[config.mk]
export PLATFORM = sky130hd
export DESIGN_NAME = hubbus_target
export DESIGN_NICKNAME = d
export VERILOG_FILES = /design/src/rtl/hubbus_pkg.sv /design/src/rtl/hubbus_seq.sv /design/src/rtl/hubbus_dpath.sv /design/src/rtl/hubbus_target.sv
export SDC_FILE = /design/constraint.sdc
export NUM_CORES = 1
export LEC_CHECK = 0
export ABC_CLOCK_PERIOD_IN_PS = 1500
export CORE_MARGIN = 1
export CORE_UTILIZATION = 40
export DETAILED_ROUTE_END_ITERATION = 8
export MAX_ROUTING_LAYER = met4
export PLACE_DENSITY = 0.8
export SLEW_MARGIN = 20
export SYNTH_ARGS = -nofsm -noshare
export SYNTH_HDL_FRONTEND = slang
export SYNTH_SLANG_ARGS = --single-unit
[constraint.sdc]
create_clock -name clk -period 1.5 [get_ports clk]
set_clock_uncertainty 0.1 [all_clocks]
set_input_delay 0.375 -clock clk [delete_from_list [all_inputs] [get_ports clk]]
set_output_delay 0.375 -clock clk [all_outputs]
set_load 0.03 [all_outputs]
[src/rtl/hubbus_pkg.sv]
package hubbus_pkg;

  localparam int WAIT_CNT_W = 8;
  typedef logic [WAIT_CNT_W-1:0] wait_cnt_t;

  typedef enum logic [3:0] {
    ST_IDLE,
    ST_START,
    ST_ADDR,
    ST_SIZE,
    ST_WLO,
    ST_WHI,
    ST_HTA0,
    ST_HTA1,
    ST_SYNC,
    ST_RLO,
    ST_RHI,
    ST_DTA
  } hub_state_t;

  localparam logic [3:0] NIB_RD_START = 4'b1101;
  localparam logic [3:0] NIB_WR_START = 4'b1110;
  localparam logic [3:0] NIB_ONE_BYTE = 4'b0000;
  localparam logic [3:0] NIB_WAIT     = 4'b0101;
  localparam logic [3:0] NIB_READY    = 4'b0000;
  localparam logic [3:0] NIB_HIGH     = 4'b1111;

  function automatic logic start_code(input logic [3:0] n);
    return (n == NIB_RD_START) || (n == NIB_WR_START);
  endfunction

  function automatic logic sync_done(input wait_cnt_t waited,
                                     input wait_cnt_t floor_w,
                                     input logic data_ok);
    return data_ok && (waited >= floor_w);
  endfunction

  function automatic logic owns_bus(input hub_state_t s);
    return (s == ST_SYNC) || (s == ST_RLO) || (s == ST_RHI) || (s == ST_DTA);
  endfunction

endpackage

[src/rtl/hubbus_seq.sv]
module hubbus_seq
  import hubbus_pkg::*;
#(
  parameter int ADDR_NIBS = 7,
  parameter int RD_WAIT   = 2,
  parameter int WR_WAIT   = 0
) (
  input  logic       clk,
  input  logic       rst_n,
  input  logic       frame_n,
  input  logic [3:0] lad_in,
  input  logic [3:0] strap_id,
  input  logic       have_data,
  output hub_state_t state,
  output logic       is_wr,
  output logic       ev_id_hit,
  output logic       ev_accept,
  output logic       ev_wr_full,
  output logic       ev_sync_ok
);

  localparam int NC_W = $clog2(ADDR_NIBS + 1);
  localparam wait_cnt_t RD_FLOOR = wait_cnt_t'(RD_WAIT);
  localparam wait_cnt_t WR_FLOOR = wait_cnt_t'(WR_WAIT);

  logic [NC_W-1:0] nib_cnt;
  wait_cnt_t       waited;
  hub_state_t      nxt;

  assign ev_id_hit  = (state == ST_START) && frame_n && (lad_in == strap_id);
  assign ev_accept  = (state == ST_SIZE) && frame_n && (lad_in == NIB_ONE_BYTE);
  assign ev_wr_full = (state == ST_WHI) && frame_n;
  assign ev_sync_ok = (state == ST_SYNC) &&
                      sync_done(waited, is_wr ? WR_FLOOR : RD_FLOOR, have_data);

  always_comb begin
    nxt = state;
    if (!frame_n) begin
      nxt = start_code(lad_in) ? ST_START : ST_IDLE;
    end else begin
      case (state)
        ST_IDLE:  nxt = ST_IDLE;
        ST_START: nxt = ev_id_hit ? ST_ADDR : ST_IDLE;
        ST_ADDR:  if (nib_cnt == NC_W'(ADDR_NIBS - 1)) nxt = ST_SIZE;
        ST_SIZE:  nxt = !ev_accept ? ST_IDLE : (is_wr ? ST_WLO : ST_HTA0);
        ST_WLO:   nxt = ST_WHI;
        ST_WHI:   nxt = ST_HTA0;
        ST_HTA0:  nxt = ST_HTA1;
        ST_HTA1:  nxt = ST_SYNC;
        ST_SYNC:  if (ev_sync_ok) nxt = is_wr ? ST_DTA : ST_RLO;
        ST_RLO:   nxt = ST_RHI;
        ST_RHI:   nxt = ST_DTA;
        ST_DTA:   nxt = ST_IDLE;
        default:  nxt = ST_IDLE;
      endcase
    end
  end

  always_ff @(posedge clk or negedge rst_n) begin
    if (!rst_n) begin
      state   <= ST_IDLE;
      is_wr   <= 1'b0;
      nib_cnt <= '0;
      waited  <= '0;
    end else begin
      state <= nxt;
      if (!frame_n && start_code(lad_in)) is_wr <= (lad_in == NIB_WR_START);
      if (state == ST_ADDR && frame_n) nib_cnt <= nib_cnt + NC_W'(1);
      else                             nib_cnt <= '0;
      if (state == ST_SYNC && frame_n) begin
        if (waited != '1) waited <= waited + wait_cnt_t'(1);
      end else begin
        waited <= '0;
      end
    end
  end

endmodule

[src/rtl/hubbus_dpath.sv]
module hubbus_dpath
  import hubbus_pkg::*;
#(
  parameter int ADDR_NIBS = 7
) (
  input  logic              clk,
  input  logic              rst_n,
  input  logic              frame_n,
  input  logic [3:0]        lad_in,
  input  hub_state_t        state,
  input  logic              is_wr,
  input  logic              ev_accept,
  input  logic              ev_wr_full,
  input  logic              ev_sync_ok,
  input  logic [7:0]        mem_rdata,
  input  logic              mem_done,
  output logic              mem_req,
  output logic              mem_we,
  output logic [4*ADDR_NIBS-1:0] mem_addr,
  output logic [7:0]        mem_wdata,
  output logic              have_data,
  output logic [3:0]        lad_out
);

  localparam int AW = 4 * ADDR_NIBS;

  logic [7:0] rbuf;

  always_ff @(posedge clk or negedge rst_n) begin
    if (!rst_n) begin
      mem_addr  <= '0;
      mem_wdata <= '0;
      mem_req   <= 1'b0;
      mem_we    <= 1'b0;
      have_data <= 1'b0;
      rbuf      <= '0;
    end else begin
      if (state == ST_ADDR && frame_n) mem_addr <= {mem_addr[AW-5:0], lad_in};
      if (state == ST_WLO && frame_n)  mem_wdata[3:0] <= lad_in;
      if (state == ST_WHI && frame_n)  mem_wdata[7:4] <= lad_in;
      mem_req <= (ev_accept && !is_wr) || ev_wr_full;
      if (ev_accept) mem_we <= is_wr;
      if (ev_accept) begin
        have_data <= 1'b0;
      end else if (mem_done) begin
        have_data <= 1'b1;
        rbuf      <= mem_rdata;
      end
    end
  end

  always_comb begin
    case (state)
      ST_SYNC: lad_out = ev_sync_ok ? NIB_READY : NIB_WAIT;
      ST_RLO:  lad_out = rbuf[3:0];
      ST_RHI:  lad_out = rbuf[7:4];
      default: lad_out = NIB_HIGH;
    endcase
  end

endmodule

[src/rtl/hubbus_target.sv]
module hubbus_target
  import hubbus_pkg::*;
#(
  parameter int ADDR_NIBS = 7,
  parameter int RD_WAIT   = 2,
  parameter int WR_WAIT   = 0
) (
  input  logic        clk,
  input  logic        rst_n,
  input  logic        frame_n,
  input  logic [3:0]  lad_in,
  input  logic [3:0]  strap_id,
  output logic [3:0]  lad_out,
  output logic        lad_oe,
  output logic        mem_req,
  output logic        mem_we,
  output logic [4*ADDR_NIBS-1:0] mem_addr,
  output logic [7:0]  mem_wdata,
  input  logic [7:0]  mem_rdata,
  input  logic        mem_done
);

  hub_state_t state;
  logic       is_wr;
  logic       ev_id_hit;
  logic       ev_accept;
  logic       ev_wr_full;
  logic       ev_sync_ok;
  logic       have_data;

  hubbus_seq #(
    .ADDR_NIBS(ADDR_NIBS),
    .RD_WAIT  (RD_WAIT),
    .WR_WAIT  (WR_WAIT)
  ) u_seq (
    .clk       (clk),
    .rst_n     (rst_n),
    .frame_n   (frame_n),
    .lad_in    (lad_in),
    .strap_id  (strap_id),
    .have_data (have_data),
    .state     (state),
    .is_wr     (is_wr),
    .ev_id_hit (ev_id_hit),
    .ev_accept (ev_accept),
    .ev_wr_full(ev_wr_full),
    .ev_sync_ok(ev_sync_ok)
  );

  hubbus_dpath #(
    .ADDR_NIBS(ADDR_NIBS)
  ) u_dpath (
    .clk       (clk),
    .rst_n     (rst_n),
    .frame_n   (frame_n),
    .lad_in    (lad_in),
    .state     (state),
    .is_wr     (is_wr),
    .ev_accept (ev_accept),
    .ev_wr_full(ev_wr_full),
    .ev_sync_ok(ev_sync_ok),
    .mem_rdata (mem_rdata),
    .mem_done  (mem_done),
    .mem_req   (mem_req),
    .mem_we    (mem_we),
    .mem_addr  (mem_addr),
    .mem_wdata (mem_wdata),
    .have_data (have_data),
    .lad_out   (lad_out)
  );

  // Release at once when the host reasserts the frame strobe.
  assign lad_oe = frame_n && owns_bus(state);

endmodule

Word-level counts from Yosys, hierarchy flattened
Index checks and enable logic that the tools add are counted.
{ "classes": {"mul": 0, "reduce_logical": 24, "n_bitwise": 1, "n_lt_le_gt_ge": 1, "muxes": 17, "addsub": 2, "shift": 0, "div": 0, "eq_ne": 19} }
{ "ops": {"columns": ["cell", "count"], "rows": [
  ["one-hot mux 4 bit (10 select lines)", 1],
  ["equality test 4 bit, second input constant", 6],
  ["equality test 4 x 3 -> 1 bit, second input constant", 4],
  ["2-to-1 mux 4 bit", 4],
  ["2-to-1 mux 8 bit", 2],
  ["logical AND 1 bit", 13],
  ["one-hot mux 4 bit (3 select lines)", 1],
  ["adder 8 x 1 -> 8 bit, second input constant", 1],
  ["equality test 4 x 2 -> 1 bit, second input constant", 2],
  ["greater-or-equal comparator 8 bit", 1],
  ["2-to-1 mux 2 bit", 4],
  ["!= test 8 bit, second input constant", 1],
  ["2-to-1 mux 3 bit", 2],
  ["logical OR 1 bit", 5],
  ["equality test 4 x 1 -> 1 bit, second input constant", 1],
  ["equality test 4 bit", 1],
  ["logical NOT 4 bit", 1],
  ["AND reduction 2 bit", 2],
  ["adder 3 x 1 -> 3 bit, second input constant", 1],
  ["equality test 3 bit, second input constant", 1],
  ["2-to-1 mux 1 bit", 3],
  ["!= test 3 x 2 -> 1 bit, second input constant", 1],
  ["!= test 3 bit, second input constant", 1],
  ["logical NOT 1 bit", 2],
  ["3 further kinds", 3]
]} }
{ "word_totals": {"romBits": 0, "latch_bits": 0, "output_inout_bits": 43, "memories": 0, "elab_cells": 75, "ramBits": 0, "ff_bits": 63} }

Longest topological paths before layout
Gate-level depths: netlist of the first run.
{ "logic_depth": {"word_depth": 7, "ltp_mapped": 6, "ltp_nobuf": 6} }

Hierarchy
From an unflattened synthesis of the first run, not the netlist that was laid out.
{ "unflattened": {"hier_cells": 240, "hier_area_um2": 3029.2} }
{ "by_module_without_submodules": {"columns": ["module", "cells_per_inst", "area_per_inst_um2", "n_inst"], "rows": [
  ["hubbus_dpath", 124, 1970.6, 1],
  ["hubbus_seq", 115, 1049.8, 1],
  ["hubbus_target", 1, 8.8, 1]
]} }

Worst setup path before layout of the first run
No wires, ideal clock.
{ "synth_path": {"path_type": "reg2out", "from": "register u_seq.state[1]", "to": "output lad_out[1]", "required_time_ns": 1.025, "path_buffers": 2, "stages_incl_launch_ff": 5, "t_arrival_ns": 1.522, "path_slack_ns": -0.497, "cell_sequence": "dfrtp_1 buf_2 clkbuf_1 a21oi_1 o21ai_0"} }
{ "synth_via": {"elab_chain_cells": 2, "elab_cells_between_ends": 4, "cone_classes": "eq/ne: 3; mux: 1"} }
{ "synth_lines": {"columns": ["item", "line", "source"], "rows": [
  ["from (decl)", "hubbus_seq.sv:14", "output hub_state_t state,"],
  ["from (signal assigned)", "hubbus_seq.sv:66", "state <= nxt;"],
  ["equality test 4 bit", "hubbus_dpath.sv:53", "case (state)"],
  ["one-hot mux 4 bit (3 select lines) (*)", "hubbus_dpath.sv:53", null],
  ["to (decl)", "hubbus_target.sv:13", "output logic [3:0] lad_out,"]
]} }
Every way passes the cells marked *; elsewhere a longest branch is shown, timed or not.

Worst setup path in the final report of the first run
{ "layout_path": {"from": "register u_seq.is_wr", "to": "output lad_out[0]"} }
{ "layout_via": {"elab_chain_cells": 6} }
{ "layout_lines": {"columns": ["item", "line", "source"], "rows": [
  ["from (decl)", "hubbus_seq.sv:15", "output logic is_wr,"],
  ["from (signal assigned)", "hubbus_seq.sv:67", "if (!frame_n && start_code(lad_in)) is_wr <= (lad_in == NIB_WR_START);"],
  ["2-to-1 mux 2 bit", "hubbus_seq.sv:34", "sync_done(waited, is_wr ? WR_FLOOR : RD_FLOOR, have_data);"],
  ["greater-or-equal comparator 8 bit", "hubbus_pkg.sv:35", "return data_ok && (waited >= floor_w);"],
  ["logical AND 1 bit", "hubbus_pkg.sv:35", null],
  ["logical AND 1 bit", "hubbus_seq.sv:33", "assign ev_sync_ok = (state == ST_SYNC) &&"],
  ["2-to-1 mux 3 bit", "hubbus_dpath.sv:54", "ST_SYNC: lad_out = ev_sync_ok ? NIB_READY : NIB_WAIT;"],
  ["one-hot mux 4 bit (3 select lines)", "hubbus_dpath.sv:53", null]
]} }
Every way passes these cells.

==> impl_metrics.sql, run 1 <==
INSERT INTO impl_metrics (metric_group, metric, value, unit) VALUES
('yosys', 'synth_warnings', '0', ''),
('global_route', 'grt.total_usage', '20.8', '%'),
('clock_network', 'ctsHtreeMaxLevel', '3', ''),
('floorplanning', 'die-width', '86.6', 'µm'),
('finish', 'final_cells', '458', ''),
('yosys', 'synth.avg_cell_area', '12.3', 'µm²'),
('yosys', 'synth_nets', '256', ''),
('route', 'routedWlPerCell', '16.3', 'µm'),
('clock_network', 'tritoncts', 'yes', ''),
('route', 'detail_route.vias_per_cell', '4.98', ''),
('floorplanning', 'chipHeight', '86.6', 'µm'),
('placed_design', 'gp_congestion', '0.836', ''),
('finish', 'fillCellCount', '474', ''),
('clock_network', 'clk-insertion-delay-late', '340', 'ps'),
('setup_path', 'worst-endpoint-arrival', '1770', 'ps'),
('finish', 'area_growth', '62.9', '%'),
('timing', 'tns', '-7880', 'ps'),
('yosys', 'synth.cell_area', '0.00286', 'mm²'),
('status', 'outcome', 'complete, but fails checks', ''),
('yosys', 'synth_edf_count', '0', ''),
('finish', 'antenna_cells', '0', ''),
('setup_path', 'timing.critical_path.to_type', 'primary output', ''),
('global_route', 'first_pass_grt_wire_length', '11.5', 'mm'),
('yosys', 'synth_top_area_share', '55.0', '%'),
('yosys', 'yosysSeqAreaShare', '55.0', '%'),
('status', 'violations', 'negative setup slack', ''),
('timing', 'final_critical_path_setup_slack', '-745', 'ps'),
('timing', 'timing.final.crit_period', '2240', 'ps'),
('global_route', 'grt_start_max_net_pins', '64', ''),
('timing', 'max_slew_margin', '76.6', '%'),
('placed_design', 'dpl.hpwl', '4.49', 'mm'),
('timing', 'worst-slew-pin-transition', '348', 'ps'),
('finish', 'fraction_of_layout_cells_with_a_size_suffix_above_1', '59.4', '%'),
('finish', 'final_design_area_no_fill', '0.00467', 'mm²'),
('global_route', 'grt_pass1_vias', '2375', ''),
('timing', 'timing.hold.ws', '389', 'ps'),
('flow_run', 'maxCapViolCount', '0', ''),
('route', 'route.final.wire_length', '7.45', 'mm'),
('timing', 'hold_violations', '0', ''),
('route', 'post-route-drc-count', '0', ''),
('setup_path', 'criticalPathCategory', 'flop to primary output', ''),
('clock_network', 'clock_path_buffers', '2', ''),
('yosys', 'async_reset_ff_share', '100', '%'),
('clock_network', 'cts.sink_count', '63', ''),
('route', 'ant_nets', '0', ''),
('route', 'iteration_count_of_the_initial_detailed_routing_pass', '4', ''),
('placed_design', 'detailed_place.area', '0.00388', 'mm²'),
('power_and_ir_drop', 'total_leakage_power', '2.31', 'nW'),
('yosys', 'postSynthRegisterBits', '63', ''),
('timing', 'slew_viol_final', '0', ''),
('yosys', 'unique_cell_type_count_in_the_yosys_netlist', '48', ''),
('clock_network', 'clk_transition_reported_paths', '70', 'ps'),
('yosys', 'netlist_instances', '232', ''),
('setup_path', 'kind_of_launch_point_of_the_worst_setup_path', 'flop', ''),
('finish', 'num-nets-final', '381', ''),
('yosys', 'synthTopCellsByArea', 'sky130_fd_sc_hd__dfrtp_1 55%, sky130_fd_sc_hd__mux2_2 16%, sky130_fd_sc_hd__nor2_1 2.2%, sky130_fd_sc_hd__xor2_1 1.8%, sky130_fd_sc_hd__a21oi_1 1.7%', ''),
('placed_design', 'place.port_buffers', '62', ''),
('global_route', 'gr-total-overflow', '0', ''),
('floorplanning', 'placement_rows', '30', ''),
('hold_path', 'worstHoldPathType', 'flop to flop', ''),
('power_and_ir_drop', 'power_density', '822', 'mW/mm²'),
('placed_design', 'preCtsSetupSlack', '-616', 'ps'),
('clock_network', 'cts_inserted_buffers', '9', ''),
('yosys', 'synth_top_flop_cell', 'sky130_fd_sc_hd__dfrtp_1', ''),
('finish', 'final_core_util', '67.9', '%'),
('placed_design', 'placed_cells', '423', ''),
('setup_path', 'crit_fanout', '2', ''),
('floorplanning', 'io-pin-count', '63', ''),
('yosys', 'synth_top_area_cell', 'sky130_fd_sc_hd__dfrtp_1', ''),
('clock_network', 'cts.root.buffer_cell', 'sky130_fd_sc_hd__clkbuf_8', ''),
('floorplanning', 'dieArea', '0.00750', 'mm²'),
('timing', 'finalSetupViolations', '60', ''),
('floorplanning', 'effective_utilization_at_floorplan', '41.7', '%'),
('timing', 'min_period_over_period', '150', '%'),
('global_route', 'initial_antenna_violation_count', '0', ''),
('power_and_ir_drop', 'irDropWorstVdd', '0.851', 'mV'),
('setup_path', 'crit_required', '1020', 'ps'),
('timing', 'fmax', '445', 'MHz'),
('route', 'route.vias.total', '2279', ''),
('route', 'drt_initial_violations', '74', ''),
('timing', 'setup_repair_after_global_routing_missed_its_margin', 'true', ''),
('floorplanning', 'core_area', '0.00687', 'mm²'),
('power_and_ir_drop', 'totalPowerFinal', '3.83', 'mW');
==> cell families after synthesis <==
logic type / Yosys count / share of synthesized area (%)
DFF: 63 / 55.0
and+or+nand+nor: 60 / 12.5
muxes: 44 / 17.3
AOI/OAI and AO/OA: 35 / 7.78
buffers and inverters: 18 / 3.23
xor gates and xnor gates: 8 / 2.45
adders and majority gates: 4 / 1.75
==> cell usage in the layout, fill, tap and decap left out, drive strengths merged, types with 2 or more instances in the layout <==
cell	synthesis	layout
inv	7	7
xor2	6	6
clkdlybuf4s50	0	13
clkinv	0	4
nor2	17	17
dfrtp	63	63
nand4	2	2
dlygate4sd2	0	3
nand2b	3	3
o21ai	8	8
xnor2	2	2
and2b	2	2
nand3	5	5
a21oi	10	10
and2	2	2
bufinv	0	3
nor3	6	6
a211oi	3	3
a21o	2	2
nor4	3	3
ha	4	4
a32oi	2	2
a31oi	4	4
clkbuf	2	10
mux2	44	44
buf	9	104
clkdlybuf4s15	0	2
nand2	11	11
==> area by class of cell <==
| cell class | instances | area [µm²] | share of cell area, % |
|---|---|---|---|
| multi-input cells | 151 | 1570 | 33.6 |
| clock buffers | 9 | 124 | 2.65 |
| clock inverters | 7 | 121 | 2.60 |
| well taps | 96 | 120 | 2.57 |
| flip-flops and latches | 63 | 1580 | 33.8 |
| repair buffers | 125 | 1130 | 24.2 |
| inverters | 7 | 26.3 | 0.563 |
==> synth_stat cells (2+ instances only) <==
library cell	count
sky130_fd_sc_hd__mux2_1	3
sky130_fd_sc_hd__nand2b_1	2
sky130_fd_sc_hd__a32oi_1	2
sky130_fd_sc_hd__nand2_1	10
sky130_fd_sc_hd__a211oi_1	2
sky130_fd_sc_hd__a21oi_1	10
sky130_fd_sc_hd__inv_1	7
sky130_fd_sc_hd__a21o_1	2
sky130_fd_sc_hd__buf_2	5
sky130_fd_sc_hd__nor2_1	17
sky130_fd_sc_hd__nand3_1	4
sky130_fd_sc_hd__xnor2_1	2
sky130_fd_sc_hd__ha_1	4
sky130_fd_sc_hd__clkbuf_1	2
sky130_fd_sc_hd__xor2_1	6
sky130_fd_sc_hd__nor4_1	2
sky130_fd_sc_hd__a31oi_1	4
sky130_fd_sc_hd__buf_4	3
sky130_fd_sc_hd__o21ai_0	8
sky130_fd_sc_hd__nor3_1	5
sky130_fd_sc_hd__and2b_1	2
sky130_fd_sc_hd__and2_1	2
sky130_fd_sc_hd__dfrtp_1	63
sky130_fd_sc_hd__mux2_2	41
==> repair_timing <==
item                                    4_1_cts  5_1_grt
endpoints found under the setup margin       69       71
buffers inserted                              6       15
hold buffers                                  1        0
endpoints found under the hold margin        63        0
gates resized for setup                      50       67
pin swaps                                    13       20
cloned                                        2        1
==> worst paths after layout <==
check                                       from                    to  slack [ps]  cells past startpoint
worst max-delay path                 u_seq.is_wr            lad_out[0]        -740                      7
worst min-delay path            u_seq.nib_cnt[0]      u_seq.nib_cnt[0]         390                      1
worst max register to register    u_seq.state[0]  u_dpath.mem_addr[22]        -180                      4
worst min register to register  u_seq.nib_cnt[0]      u_seq.nib_cnt[0]         390                      1
max in group asynchronous                  rst_n        u_seq.state[1]         530                      3
min in group asynchronous                  rst_n  u_dpath.mem_wdata[6]         480                      3
==> sequential cells by signal, indices dropped and copies added (netlist names) <==
register           flops
u_seq.state            4
u_dpath.mem_wdata      8
u_seq.is_wr            1
u_dpath.have_data      1
u_seq.waited           8
u_dpath.mem_we         1
u_seq.nib_cnt          3
u_dpath.rbuf           8
u_dpath.mem_req        1
u_dpath.mem_addr      28
==> critical path, stage by stage, from the launching register on <==
cell,delay (ps)
sky130_fd_sc_hd__dfrtp_1,380
sky130_fd_sc_hd__inv_2,70
sky130_fd_sc_hd__ha_4,160
sky130_fd_sc_hd__nor4b_4,130
sky130_fd_sc_hd__a31oi_2,210
sky130_fd_sc_hd__nand2b_1,130
sky130_fd_sc_hd__a21o_4,220
sky130_fd_sc_hd__buf_6,130
==> layer usage <==
metal	global-route usage [%]	vias up	routed length [µm]
li1	-	1077	-
met1	23.9	1134	3200
met2	35.1	55	3840
met3	5.43	13	265
met4	7.88	0	142
met5	-	-	0
==> where the power goes <==
| part | leakage, nW | internal [mW] | switching, mW |
|---|---|---|---|
| logic | 1.33 | 0.141 | 0.136 |
| clock network | 0.123 | 1.11 | 0.693 |
| registers | 0.850 | 1.73 | 0.0257 |
| total | 2.31 | 2.98 | 0.855 |
(Power assumes the default switching activity.)
==> run 2: changes to the inputs <==
--- a/config.mk
+++ b/config.mk
@@ -7,10 +7,10 @@
 export LEC_CHECK = 0
 export ABC_CLOCK_PERIOD_IN_PS = 1500
 export CORE_MARGIN = 1
-export CORE_UTILIZATION = 40
+export CORE_UTILIZATION = 45
 export DETAILED_ROUTE_END_ITERATION = 8
-export MAX_ROUTING_LAYER = met4
-export PLACE_DENSITY = 0.8
+export GPL_TIMING_DRIVEN = 1
+export PLACE_DENSITY = 0.87
 export SLEW_MARGIN = 20
 export SYNTH_ARGS = -nofsm -noshare
 export SYNTH_HDL_FRONTEND = slang
==> run 2 against run 1 <==
The run still ends with negative setup slack left. Combinational power barely moved. Critical path depth did not move. Sequential power barely moved. Routed wire length fell by 3.7%. Largest power group unchanged. Clock power rose by 4%. Flip-flop and latch count did not move. Highest routed layer unchanged. Clock-buffer cell count did not move. Sequential share of layout area rose by 3.1 points. Register-to-register slack got worse by 60 ps.
==> impl_metrics.sql, run 2 (same netlist as run 1, synthesis figures left out) <==
INSERT INTO impl_metrics (metric_group, metric, value, unit) VALUES
('timing', 'final_critical_path_setup_slack', '-713', 'ps'),
('global_route', 'grt_pass1_vias', '2407', ''),
('finish', 'antenna_cells', '0', ''),
('setup_path', 'kind_of_launch_point_of_the_worst_setup_path', 'flop', ''),
('status', 'violations', 'negative setup slack', ''),
('route', 'iteration_count_of_the_initial_detailed_routing_pass', '4', ''),
('floorplanning', 'core_area', '0.00603', 'mm²'),
('placed_design', 'gp_congestion', '0.864', ''),
('finish', 'num-nets-final', '367', ''),
('power_and_ir_drop', 'totalPowerFinal', '3.90', 'mW'),
('setup_path', 'slowest_delay', '370', 'ps'),
('power_and_ir_drop', 'seq_power_share', '44.9', '%'),
('hold_path', 'worstHoldPathType', 'flop to flop', ''),
('power_and_ir_drop', 'power_density', '913', 'mW/mm²'),
('floorplanning', 'chipHeight', '81.8', 'µm'),
('timing', 'timing.final.crit_period', '2210', 'ps'),
('global_route', 'grt.total_usage', '24.0', '%'),
('timing', 'tns', '-8940', 'ps'),
('floorplanning', 'placement_rows', '28', ''),
('timing', 'fmax', '452', 'MHz'),
('floorplanning', 'die-width', '81.8', 'µm'),
('setup_path', 'crit_fanout', '2', ''),
('power_and_ir_drop', 'total_leakage_power', '2.12', 'nW'),
('finish', 'layout_common_cells', '69 x sky130_fd_sc_hd__buf_4, 63 x sky130_fd_sc_hd__dfrtp_1, 33 x sky130_fd_sc_hd__mux2_2', ''),
('route', 'post-route-drc-count', '0', ''),
('clock_network', 'clk_transition_reported_paths', '80', 'ps'),
('clock_network', 'ctsHtreeMaxLevel', '3', ''),
('global_route', 'grt_start_max_net_pins', '33', ''),
('clock_network', 'cts.sink_count', '63', ''),
('clock_network', 'cts.root.buffer_cell', 'sky130_fd_sc_hd__clkbuf_8', ''),
('setup_path', 'crit_required', '1020', 'ps'),
('power_and_ir_drop', 'switching_fraction', '23.1', '%'),
('floorplanning', 'effective_utilization_at_floorplan', '47.5', '%'),
('setup_path', 'path_cells', 'inv_2 > ha_4 > nor4b_4 > a31oi_2 > nand2b_1 > a21o_4 > buf_6', ''),
('status', 'outcome', 'complete, but fails checks', ''),
('power_and_ir_drop', 'switching_power', '0.900', 'mW'),
('global_route', 'initial_antenna_violation_count', '0', ''),
('route', 'detail_route.vias_per_cell', '5.51', ''),
('timing', 'finalSetupViolations', '61', ''),
('timing', 'slew_viol_final', '0', ''),
('route', 'route.vias.total', '2331', ''),
('placed_design', 'dpl.hpwl', '4.55', 'mm'),
('power_and_ir_drop', 'share_comb_of_total_power', '7.1', '%'),
('finish', 'top_register', 'u_dpath.mem_addr', ''),
('clock_network', 'clock_path_buffers', '2', ''),
('floorplanning', 'io-pin-count', '63', ''),
('setup_path', 'worst-endpoint-arrival', '1740', 'ps'),
('route', 'ant_nets', '0', ''),
('timing', 'worst-slew-pin-transition', '417', 'ps'),
('clock_network', 'tritoncts', 'yes', ''),
('clock_network', 'clk-insertion-delay-late', '340', 'ps'),
('timing', 'min_period_over_period', '148', '%'),
('placed_design', 'place.port_buffers', '62', ''),
('finish', 'final_core_util', '70.8', '%'),
('finish', 'layout.cells.most_common', 'sky130_fd_sc_hd__buf_4', ''),
('power_and_ir_drop', 'irDropWorstVdd', '0.880', 'mV'),
('timing', 'max_slew_margin', '72.2', '%'),
('global_route', 'first_pass_grt_wire_length', '11.8', 'mm'),
('finish', 'fraction_of_layout_cells_with_a_size_suffix_above_1', '53.4', '%'),
('route', 'route.final.wire_length', '7.17', 'mm'),
('global_route', 'gr-total-overflow', '0', ''),
('flow_run', 'maxCapViolCount', '0', ''),
('setup_path', 'critical-path-slowest-cell', 'sky130_fd_sc_hd__dfrtp_1', ''),
('route', 'drt_initial_violations', '173', ''),
('floorplanning', 'dieArea', '0.00669', 'mm²'),
('power_and_ir_drop', 'power_frac_clock', '48.0', '%'),
('setup_path', 'criticalPathCategory', 'flop to primary output', ''),
('finish', 'max_ffs_per_register', '28', ''),
('power_and_ir_drop', 'cellInternalPower', '3.00', 'mW'),
('clock_network', 'cts_inserted_buffers', '9', ''),
('route', 'routedWlPerCell', '17.0', 'µm'),
('setup_path', 'timing.critical_path.to_type', 'primary output', ''),
('finish', 'area_growth', '49.0', '%'),
('timing', 'hold_violations', '0', ''),
('timing', 'setup_repair_after_global_routing_missed_its_margin', 'true', '');
## run 2: area by class of cell
| type | instances | area (µm²) |
|---|---|---|
| multi-input cells | 151 | 1410 |
| inverters | 7 | 26.3 |
| fillers | 399 | 1760 |
| clock inverters | 7 | 128 |
| repair buffers | 111 | 912 |
| clock buffers | 9 | 124 |
| well taps | 75 | 93.8 |
| flip-flops and latches | 63 | 1580 |
## run 2: per-layer routing
layer | part of all wire [%] | vias up | track usage [%]
li1 | - | 1050 | -
met4 | 3.0 | 0 | 11.4
met2 | 53 | 84 | 41.8
met3 | 3.8 | 29 | 4.89
met1 | 40 | 1168 | 28.2
met5 | 0 | - | 0
## run 2: worst max-delay path: cells and delay by family (launching register included)
family / cells / cell delay, ps
AND/OR/NAND/NOR: 2 / 250
AO/OA/AOI/OAI: 2 / 430
adder cells (fa/ha/maj): 1 / 150
buffers and inverters: 2 / 190
flip-flops: 1 / 370
## run 2: path summary, 6_finish.rpt
| check | end | depth (start not counted) | slack (ps) | startpoint |
|---|---|---|---|---|
| max in group asynchronous | u_seq.waited[4] | 3 | 400 | rst_n |
| worst min-delay path | u_dpath.mem_addr[27] | 1 | 400 | u_dpath.mem_addr[27] |
| worst max register to register | u_dpath.mem_wdata[3] | 4 | -240 | u_seq.state[1] |
| min in group asynchronous | u_dpath.mem_wdata[2] | 2 | 420 | rst_n |
| worst max-delay path | lad_out[0] | 7 | -710 | u_seq.is_wr |
| worst min register to register | u_dpath.mem_addr[27] | 1 | 400 | u_dpath.mem_addr[27] |
## run 2: metrics by stage
stage | setup slack [ps] | hold slack, ps | instance area (µm²) | instances
2_1_floorplan | -240 | -20.6 | 2960 | 232
3_3_place_gp | -602 | 224 | 3840 | 399
3_5_place_dp | -627 | 234 | 3840 | 399
4_1_cts | -750 | 389 | 4310 | 423
5_1_grt | -779 | 416 | 4270 | 423
6_report | -713 | 400 | 4270 | 423
## run 2: what timing repair did
action | in CTS | in global routing
cloned | 0 | 0
endpoints found under the hold margin | 15 | 0
setup endpoints to repair | 75 | 71
buffers inserted | 8 | 2
pin swaps | 20 | 4
hold buffers | 1 | 0
gates resized for setup | 77 | 17
## run 2: power by group through the flow
| stage | clock network [mW] | registers [mW] | logic [mW] |
|---|---|---|---|
| 2_1_floorplan | 0 | 1.79 | 0.0974 |
| 3_3_place_gp | 0 | 1.78 | 0.255 |
| 3_5_place_dp | 0 | 1.78 | 0.264 |
| 4_1_cts | 1.89 | 1.75 | 0.274 |
| 5_1_grt | 1.99 | 1.75 | 0.297 |
| 6_report | 1.87 | 1.75 | 0.275 |
